===== src/rtl/iac_pkg.sv =====
package iac_pkg;
  localparam int CAUSE_N  = 6;
  localparam int GPIO_BIT = 3;
  // flags cleared by a write to the cause register
  localparam logic [CAUSE_N-1:0] WCLR_MASK = 6'b110111;
endpackage


===== src/rtl/iac_sticky.sv =====
module iac_sticky (
  input  logic clk,
  input  logic rst,
  input  logic set_i,
  input  logic clr_i,
  output logic q_o
);
  always_ff @(posedge clk) begin
    if (rst)        q_o <= 1'b0;
    else if (set_i) q_o <= 1'b1;   // event has precedence over clearing
    else if (clr_i) q_o <= 1'b0;
  end
endmodule


===== src/rtl/iac_irq_reduce.sv =====
module iac_irq_reduce #(
  parameter int N = 6
) (
  input  logic         clk,
  input  logic         rst,
  input  logic [N-1:0] flags_i,
  input  logic [N-1:0] en_i,
  output logic         irq_o
);
  always_ff @(posedge clk) begin
    if (rst) irq_o <= 1'b0;
    else     irq_o <= |(flags_i & en_i);
  end


  irq_quiet_chk: assert property (@(posedge clk) disable iff (rst)
    ((flags_i & en_i) == '0) |=> !irq_o);

  irq_rise_chk: assert property (@(posedge clk) disable iff (rst)
    $rose(irq_o) |-> ($past(flags_i & en_i) != '0));
endmodule


===== src/rtl/iac_aggregator.sv =====
module iac_aggregator #(
  parameter int          DATA_W      = 8,
  parameter int          ADDR_W      = 8,
  parameter logic [7:0]  CAUSE_ADDR  = 8'h01,
  parameter logic [7:0]  ENABLE_ADDR = 8'h02,
  parameter logic [7:0]  GMON_ADDR   = 8'h41
) (
  input  logic              clk,
  input  logic              rst,
  input  logic [5:0]        cause_evt,
  input  logic [DATA_W-1:0] gpio_mon_in,
  input  logic [ADDR_W-1:0] reg_addr,
  input  logic [DATA_W-1:0] reg_wdata,
  input  logic              reg_wr,
  input  logic              reg_rd,
  output logic [DATA_W-1:0] reg_rdata,
  output logic              irq_out
);
  import iac_pkg::*;
  localparam int PAD_W = DATA_W - CAUSE_N;

  logic              hit_cause, hit_en, hit_gmon;
  logic              cause_wr, gmon_rd;
  logic [CAUSE_N-1:0] flags, en_q;

  assign hit_cause = (reg_addr == ADDR_W'(CAUSE_ADDR));
  assign hit_en    = (reg_addr == ADDR_W'(ENABLE_ADDR));
  assign hit_gmon  = (reg_addr == ADDR_W'(GMON_ADDR));
  assign cause_wr  = reg_wr & hit_cause;
  assign gmon_rd   = reg_rd & hit_gmon;

  for (genvar i = 0; i < CAUSE_N; i++) begin : g_flag
    logic clr;
    if (i == GPIO_BIT) begin : g_rdclr
      assign clr = gmon_rd;
    end else begin : g_wrclr
      assign clr = cause_wr;
    end
    iac_sticky u_flag (
      .clk   (clk),
      .rst   (rst),
      .set_i (cause_evt[i]),
      .clr_i (clr),
      .q_o   (flags[i])
    );


    evt_wins_chk: assert property (@(posedge clk) disable iff (rst)
      cause_evt[i] |=> flags[i]);

    sticky_hold_chk: assert property (@(posedge clk) disable iff (rst)
      (flags[i] && !cause_wr && !gmon_rd) |=> flags[i]);
  end

  always_ff @(posedge clk) begin
    if (rst)                  en_q <= '0;
    else if (reg_wr && hit_en) en_q <= reg_wdata[CAUSE_N-1:0];
  end

  always_ff @(posedge clk) begin
    if (rst || !reg_rd) reg_rdata <= '0;
    else if (hit_cause) reg_rdata <= {{PAD_W{1'b0}}, flags};
    else if (hit_en)    reg_rdata <= {{PAD_W{1'b0}}, en_q};
    else if (hit_gmon)  reg_rdata <= gpio_mon_in;
    else                reg_rdata <= '0;
  end

  iac_irq_reduce #(.N(CAUSE_N)) u_irq (
    .clk     (clk),
    .rst     (rst),
    .flags_i (flags),
    .en_i    (en_q),
    .irq_o   (irq_out)
  );


  wr_clears_chk: assert property (@(posedge clk) disable iff (rst)
    (cause_wr && cause_evt == '0) |=> ((flags & WCLR_MASK) == '0));

  gpio_keeps_chk: assert property (@(posedge clk) disable iff (rst)
    (cause_wr && !gmon_rd && flags[GPIO_BIT]) |=> flags[GPIO_BIT]);

  gmon_clears_chk: assert property (@(posedge clk) disable iff (rst)
    (gmon_rd && !cause_evt[GPIO_BIT]) |=> !flags[GPIO_BIT]);

  rsvd_zero_chk: assert property (@(posedge clk) disable iff (rst)
    (reg_rd && (hit_cause || hit_en)) |=> (reg_rdata[DATA_W-1:CAUSE_N] == '0));

  idle_rdata_chk: assert property (@(posedge clk) disable iff (rst)
    !reg_rd |=> (reg_rdata == '0));
endmodule


===== config.mk =====
export PLATFORM = sky130hd
export DESIGN_NAME = iac_aggregator
export DESIGN_NICKNAME = d
export VERILOG_FILES = /design/src/rtl/iac_pkg.sv /design/src/rtl/iac_sticky.sv /design/src/rtl/iac_irq_reduce.sv /design/src/rtl/iac_aggregator.sv
export SDC_FILE = /design/constraint.sdc
export NUM_CORES = 1
export LEC_CHECK = 0
export BUFFER_PORTS_ARGS = -buffer_cell sky130_fd_sc_hd__buf_2
export CAP_MARGIN = 40
export CELL_PAD_IN_SITES_DETAIL_PLACEMENT = 1
export CELL_PAD_IN_SITES_GLOBAL_PLACEMENT = 1
export CORE_MARGIN = 3
export CORE_UTILIZATION = 33
export CTS_CLUSTER_SIZE = 12
export DETAILED_ROUTE_END_ITERATION = 12
export GPL_TIMING_DRIVEN = 0
export PLACE_DENSITY = 0.85
export SLEW_MARGIN = 10
export SYNTH_ARGS = -nofsm -noshare
export SYNTH_HDL_FRONTEND = slang
export SYNTH_SLANG_ARGS = --single-unit

===== constraint.sdc =====
create_clock -name clk -period 2.1 [get_ports clk]
set_input_delay 0.42 -clock clk [delete_from_list [all_inputs] [get_ports clk]]
set_output_delay 0.42 -clock clk [all_outputs]
set_load 0.03 [all_outputs]

Word level (Yosys, flattened, before mapping) --
Cells that the tools add are included.
Word-level totals: register bits 21, bits in latches 0, bits in writable memories 0, bits in read-only memories 0, bits of input ports 34, logic and storage cells 39, memories kept 0
Operators by class: $add $sub $neg 0, $mul 0, div/mod/pow operators 0, order comparisons 0, equal/unequal tests 3, shift operators 0, multiplexer cells 11, bitwise operators 4, reduce and logical (&&, ||, !) cells 11
Operator list (count):
- 6-bit 2-to-1 mux | 3
- 2-bit nonzero test | 6
- 8-bit by 1-bit == test with 1-bit output (second input constant) | 1
- 8-bit by 2-bit == test with 1-bit output (second input constant) | 1
- 8-bit by 7-bit == test with 1-bit output (second input constant) | 1
- 1-bit 2-to-1 mux | 8
- 6-bit bitwise AND | 1
- 6-bit OR reduction | 1
- 4-bit OR reduction | 1
- 1-bit bitwise AND | 2
- 1-bit logical AND | 1
- 1-bit zero test | 1
- 1-bit logical OR | 1
- 1-bit inverter | 1

Logic depth before layout (Yosys ltp) --
depth in word-level cells 4, gate-level depth with buffers 4, gate-level depth less buffers 3

Hierarchy --
From an unflattened synthesis, not the netlist that was laid out.
Unflattened totals: cells, all modules 106, area, all modules 977.2 um^2
Modules (own cells, without submodules):
- iac_aggregator | instances 1, cells an instance 77, area each 695.7 um^2
- iac_sticky | instances 6, cells an instance 4, area each 38.8 um^2
- iac_irq_reduce | instances 1, cells an instance 5, area each 48.8 um^2

Worst setup path before layout --
OpenSTA, ideal clock, no wires.
path kind input-to-reg, from in reg_addr[7], to reg en_q[0], arrival 1.724 ns, required time 2.028 ns, slack 0.304 ns, cell stages on the path 4, path buffers 1, cells stage by stage or4b_1 buf_2 nor4b_4 mux2i_1
Between the ends: cells in the longest elaborated chain, start to end 2
Ends and longest elaborated chain:
- from (decl) | RTL line iac_aggregator.sv:12 | input logic [ADDR_W-1:0] reg_addr,
- 8-bit by 2-bit == test with 1-bit output | RTL line iac_aggregator.sv:27 | assign hit_en = (reg_addr == ADDR_W'(ENABLE_ADDR));
- 1-bit logical AND | RTL line iac_aggregator.sv:57 | else if (reg_wr && hit_en) en_q <= reg_wdata[CAUSE_N-1:0];
- to (signal assigned) | RTL line iac_aggregator.sv:57
- to (decl) | RTL line iac_aggregator.sv:24 | logic [CAUSE_N-1:0] flags, en_q;
No other way between the ends. A chain may end at the register's enable or synchronous reset.

Worst setup path in the final report --
from in reg_addr[2], to reg reg_rdata[7]
Between the ends: cells in the longest elaborated chain, start to end 3, elaborated cells between the ends (all ways) 5
Ends and longest elaborated chain:
- 8-bit by 7-bit == test with 1-bit output | RTL line iac_aggregator.sv:28 | assign hit_gmon = (reg_addr == ADDR_W'(GMON_ADDR));
- 1-bit inverter (no source line)
- 4-bit OR reduction (no source line) (*)
- to (signal assigned) | RTL line iac_aggregator.sv:62 | else if (hit_cause) reg_rdata <= {{PAD_W{1'b0}}, flags};
- to (signal assigned) | RTL line iac_aggregator.sv:63 | else if (hit_en) reg_rdata <= {{PAD_W{1'b0}}, en_q};
- to (signal assigned) | RTL line iac_aggregator.sv:64 | else if (hit_gmon) reg_rdata <= gpio_mon_in;
- to (decl) | RTL line iac_aggregator.sv:16 | output logic [DATA_W-1:0] reg_rdata,
Every way passes the cells marked *; elsewhere a longest branch is shown, timed or not.

==> results.toml <==
[synth]
syn_avg_cell_area_um2 = 9.29
yosysWarningCount = 0
yosys.area.top_type = "dfxtp_1"
synth_xor_area_share_pct = 0
netlist_area_um2 = 1000
synth_seq_area_share_pct = 41.9
synthesis.nets = 142
synth_enable_flop_cells = 0
synth_top_family_by_area = "simple AND/OR/NAND/NOR gates"
yosysUniqueCellTypes = 22
synth-simple-area-share_pct = 38.2
syn_inst = 108
synth_mux_area_share_pct = 5.99
yosys_most_used_dff = "dfxtp_1"
synthTopCellsByArea = "dfxtp_1, nand3b_1, nand2b_1, mux2i_1, o21a_1"
async_flop_share_pct = 0
synth_top_area_share_pct = 41.9
synthAdderAreaFrac_pct = 0
synth_compound_area_share_pct = 11.2
ys_ff_latch = 21

[die]
die_h_um = 61.1
rows = 19
start_util_pct = 35.5
coreArea_um2 = 2830
dieWidth_um = 61.1
dieArea_um2 = 3740
ios = 43

[timing]
post-route-min-period_ns = 1.80
setup_violations = 0
maxSlewViolCount = 0
rsz0062_at_grt = "false"
max_freq_mhz = 557
hold_violations = 0
layout_setup_ws_ns = 0.304
worst_pin_slew_ns = 0.739
clock_skew_ns = 0.00194
min_period_over_period_pct = 85.5
slew_headroom_pct = 50.3

[detailed_routing]
avgViaCountPerCell = 5.31
drc = 0
postRouteAntennaNets = 0
wl_per_cell_um = 15.1
drtPass1Iterations = 4
wirelength_um = 2760
drtIter0Drc = 17
via_count = 972

[worst_setup_path]
cp_cell_sequence = "buf_2 > or3_1 > clkbuf_1 > nor4_2 > and4_1"
critPathLaunch = "reg_addr[2]"
critPathLaunchType = "primary input"
cp_top_family = "simple AND/OR/NAND/NOR gates"
endpoint_kind = "flip-flop"
required_ns = 2.35
max_stage_delay_ns = 0.68
regToRegStartpoint = "g_flag[2].u_flag.q_o$_SDFFE_PP0P_"
crit_buf_inv = 2
critPathArrivalTime_ns = 2.05
cp_slowest_cell = "nor4_2"
worstSetupPathType = "primary input to flip-flop"
worstPathMaxFanout = 8

[final_layout]
mostFrequentLayoutCell = "buf_2"
seq_area_um2 = 420
fill_cells = 358
final_core_util_pct = 44.8
drive_gt1_share_pct = 30.3
diodes = 0
synthToLayoutAreaGrowth_pct = 26.4
final_nets = 187
layout_common_cells = "buf_2, dfxtp_1, nand2b_1, nand3b_1, clkbuf_1"
multi_input_area_um2 = 556

[power]
power.density_cell_area_nw_per_um2 = 550
p_leak_nw = 0.523
ir_worst_vdd_mv = 0.277

[min_path]
hp-class = "primary input to flip-flop"
worstHoldStart = "reg_rd"

[global_route]
grt_max_degree = 12
antenna_found_initial = 0
track_usage_pct = 16.1
grt_overflow = 0
grt_pass1_wl_um = 4490
first_global_vias = 1004

[placed_design]
io_buffers = 40
dpl.hpwl_um = 2220
post-place-ws_ns = -0.0283
gp_congestion = 0.760

[cts]
cts_tree = "yes"
clock-sinks = 21
clock_path_buffers = 2
cts.repair.resized = 0
cts_buffers = 3
cts_max_level = 1
path_clk_slew_ns = 0.11
cts_hold_buf = 0
clock-root-buffer = "clkbuf_4"
cts_setup_buffers = 0
clock_latency_ns = 0.30

[run]
drv_cap = 0

[status]
outcome = "finished, final reports clean"
==> cell usage after synthesis, types with 2 or more instances <==
master    instances
nor2_1            6
o21a_1            6
nand3b_1         12
nor3_1            6
a21oi_1           6
dfxtp_1          21
nand2b_1         14
nor4_1            5
and4_1            2
mux2i_1           6
and3_1            6
clkbuf_1          6
a22oi_1           3
==> logic make-up after synthesis <==
family	after synthesis
AND/OR/NAND/NOR	57
AO/OA/AOI/OAI	17
multiplexers	6
buffers and inverters	7
flip-flops	21
==> cell type report <==
class                   count  area share (%)
plain buffers               7            2.17
clock buffers               4            2.07
multi-input cells          80            43.8
flip-flops and latches     21            33.1
well taps                  31            3.06
repair buffers             40            15.8
==> per-layer routing <==
layer  up-vias  share of wire, %  GRT usage [%]
li1        481                 -              -
met1       451                43           19.5
met2        36                51           28.5
met3         4               5.2           3.14
met4         0               1.1           4.64
met5         -                 0              0
==> report_power, final <==
part / switching [mW] / internal (mW) / total, mW / leakage [nW]
logic: 0.0447 / 0.0432 / 0.0879 / 0.337
clock network: 0.121 / 0.0741 / 0.195 / 0.0150
registers: 0.00818 / 0.407 / 0.415 / 0.171
total: 0.174 / 0.524 / 0.698 / 0.523
==> metrics by stage <==
| stage | power, mW | TNS [ns] | area [um^2] | hold slack, ns | cells |
|---|---|---|---|---|---|
| floorplan | 0.463 | 0 | 1000 | 0.462 | 108 |
| finish | 0.698 | 0 | 1270 | 0.319 | 183 |
| global placement | 0.505 | 0 | 1240 | 0.481 | 179 |
| CTS | 0.708 | 0 | 1270 | 0.304 | 183 |
| global route | 0.733 | 0 | 1270 | 0.321 | 183 |
| detailed placement | 0.512 | -0.0444 | 1240 | 0.495 | 179 |
==> path summary, 6_finish.rpt <==
check,cells past startpoint,slack (ns),endpoint
worst min-delay path,2,0.32,g_flag[3].u_flag.q_o$_SDFFE_PP0P_
worst max register to register,3,1.23,reg_rdata[2]$_SDFF_PP0_
worst min register to register,2,0.51,en_q[4]$_SDFFE_PP0P_
worst max-delay path,5,0.30,reg_rdata[7]$_SDFF_PP0_
==> flip-flops by register name, summed over array words and instances, names as in the netlist <==
name / cells
u_irq.irq_o: 1
en_q: 6
reg_rdata: 8
g_flag.u_flag.q_o: 6
No activity file was read; power rests on OpenSTA's default activity.
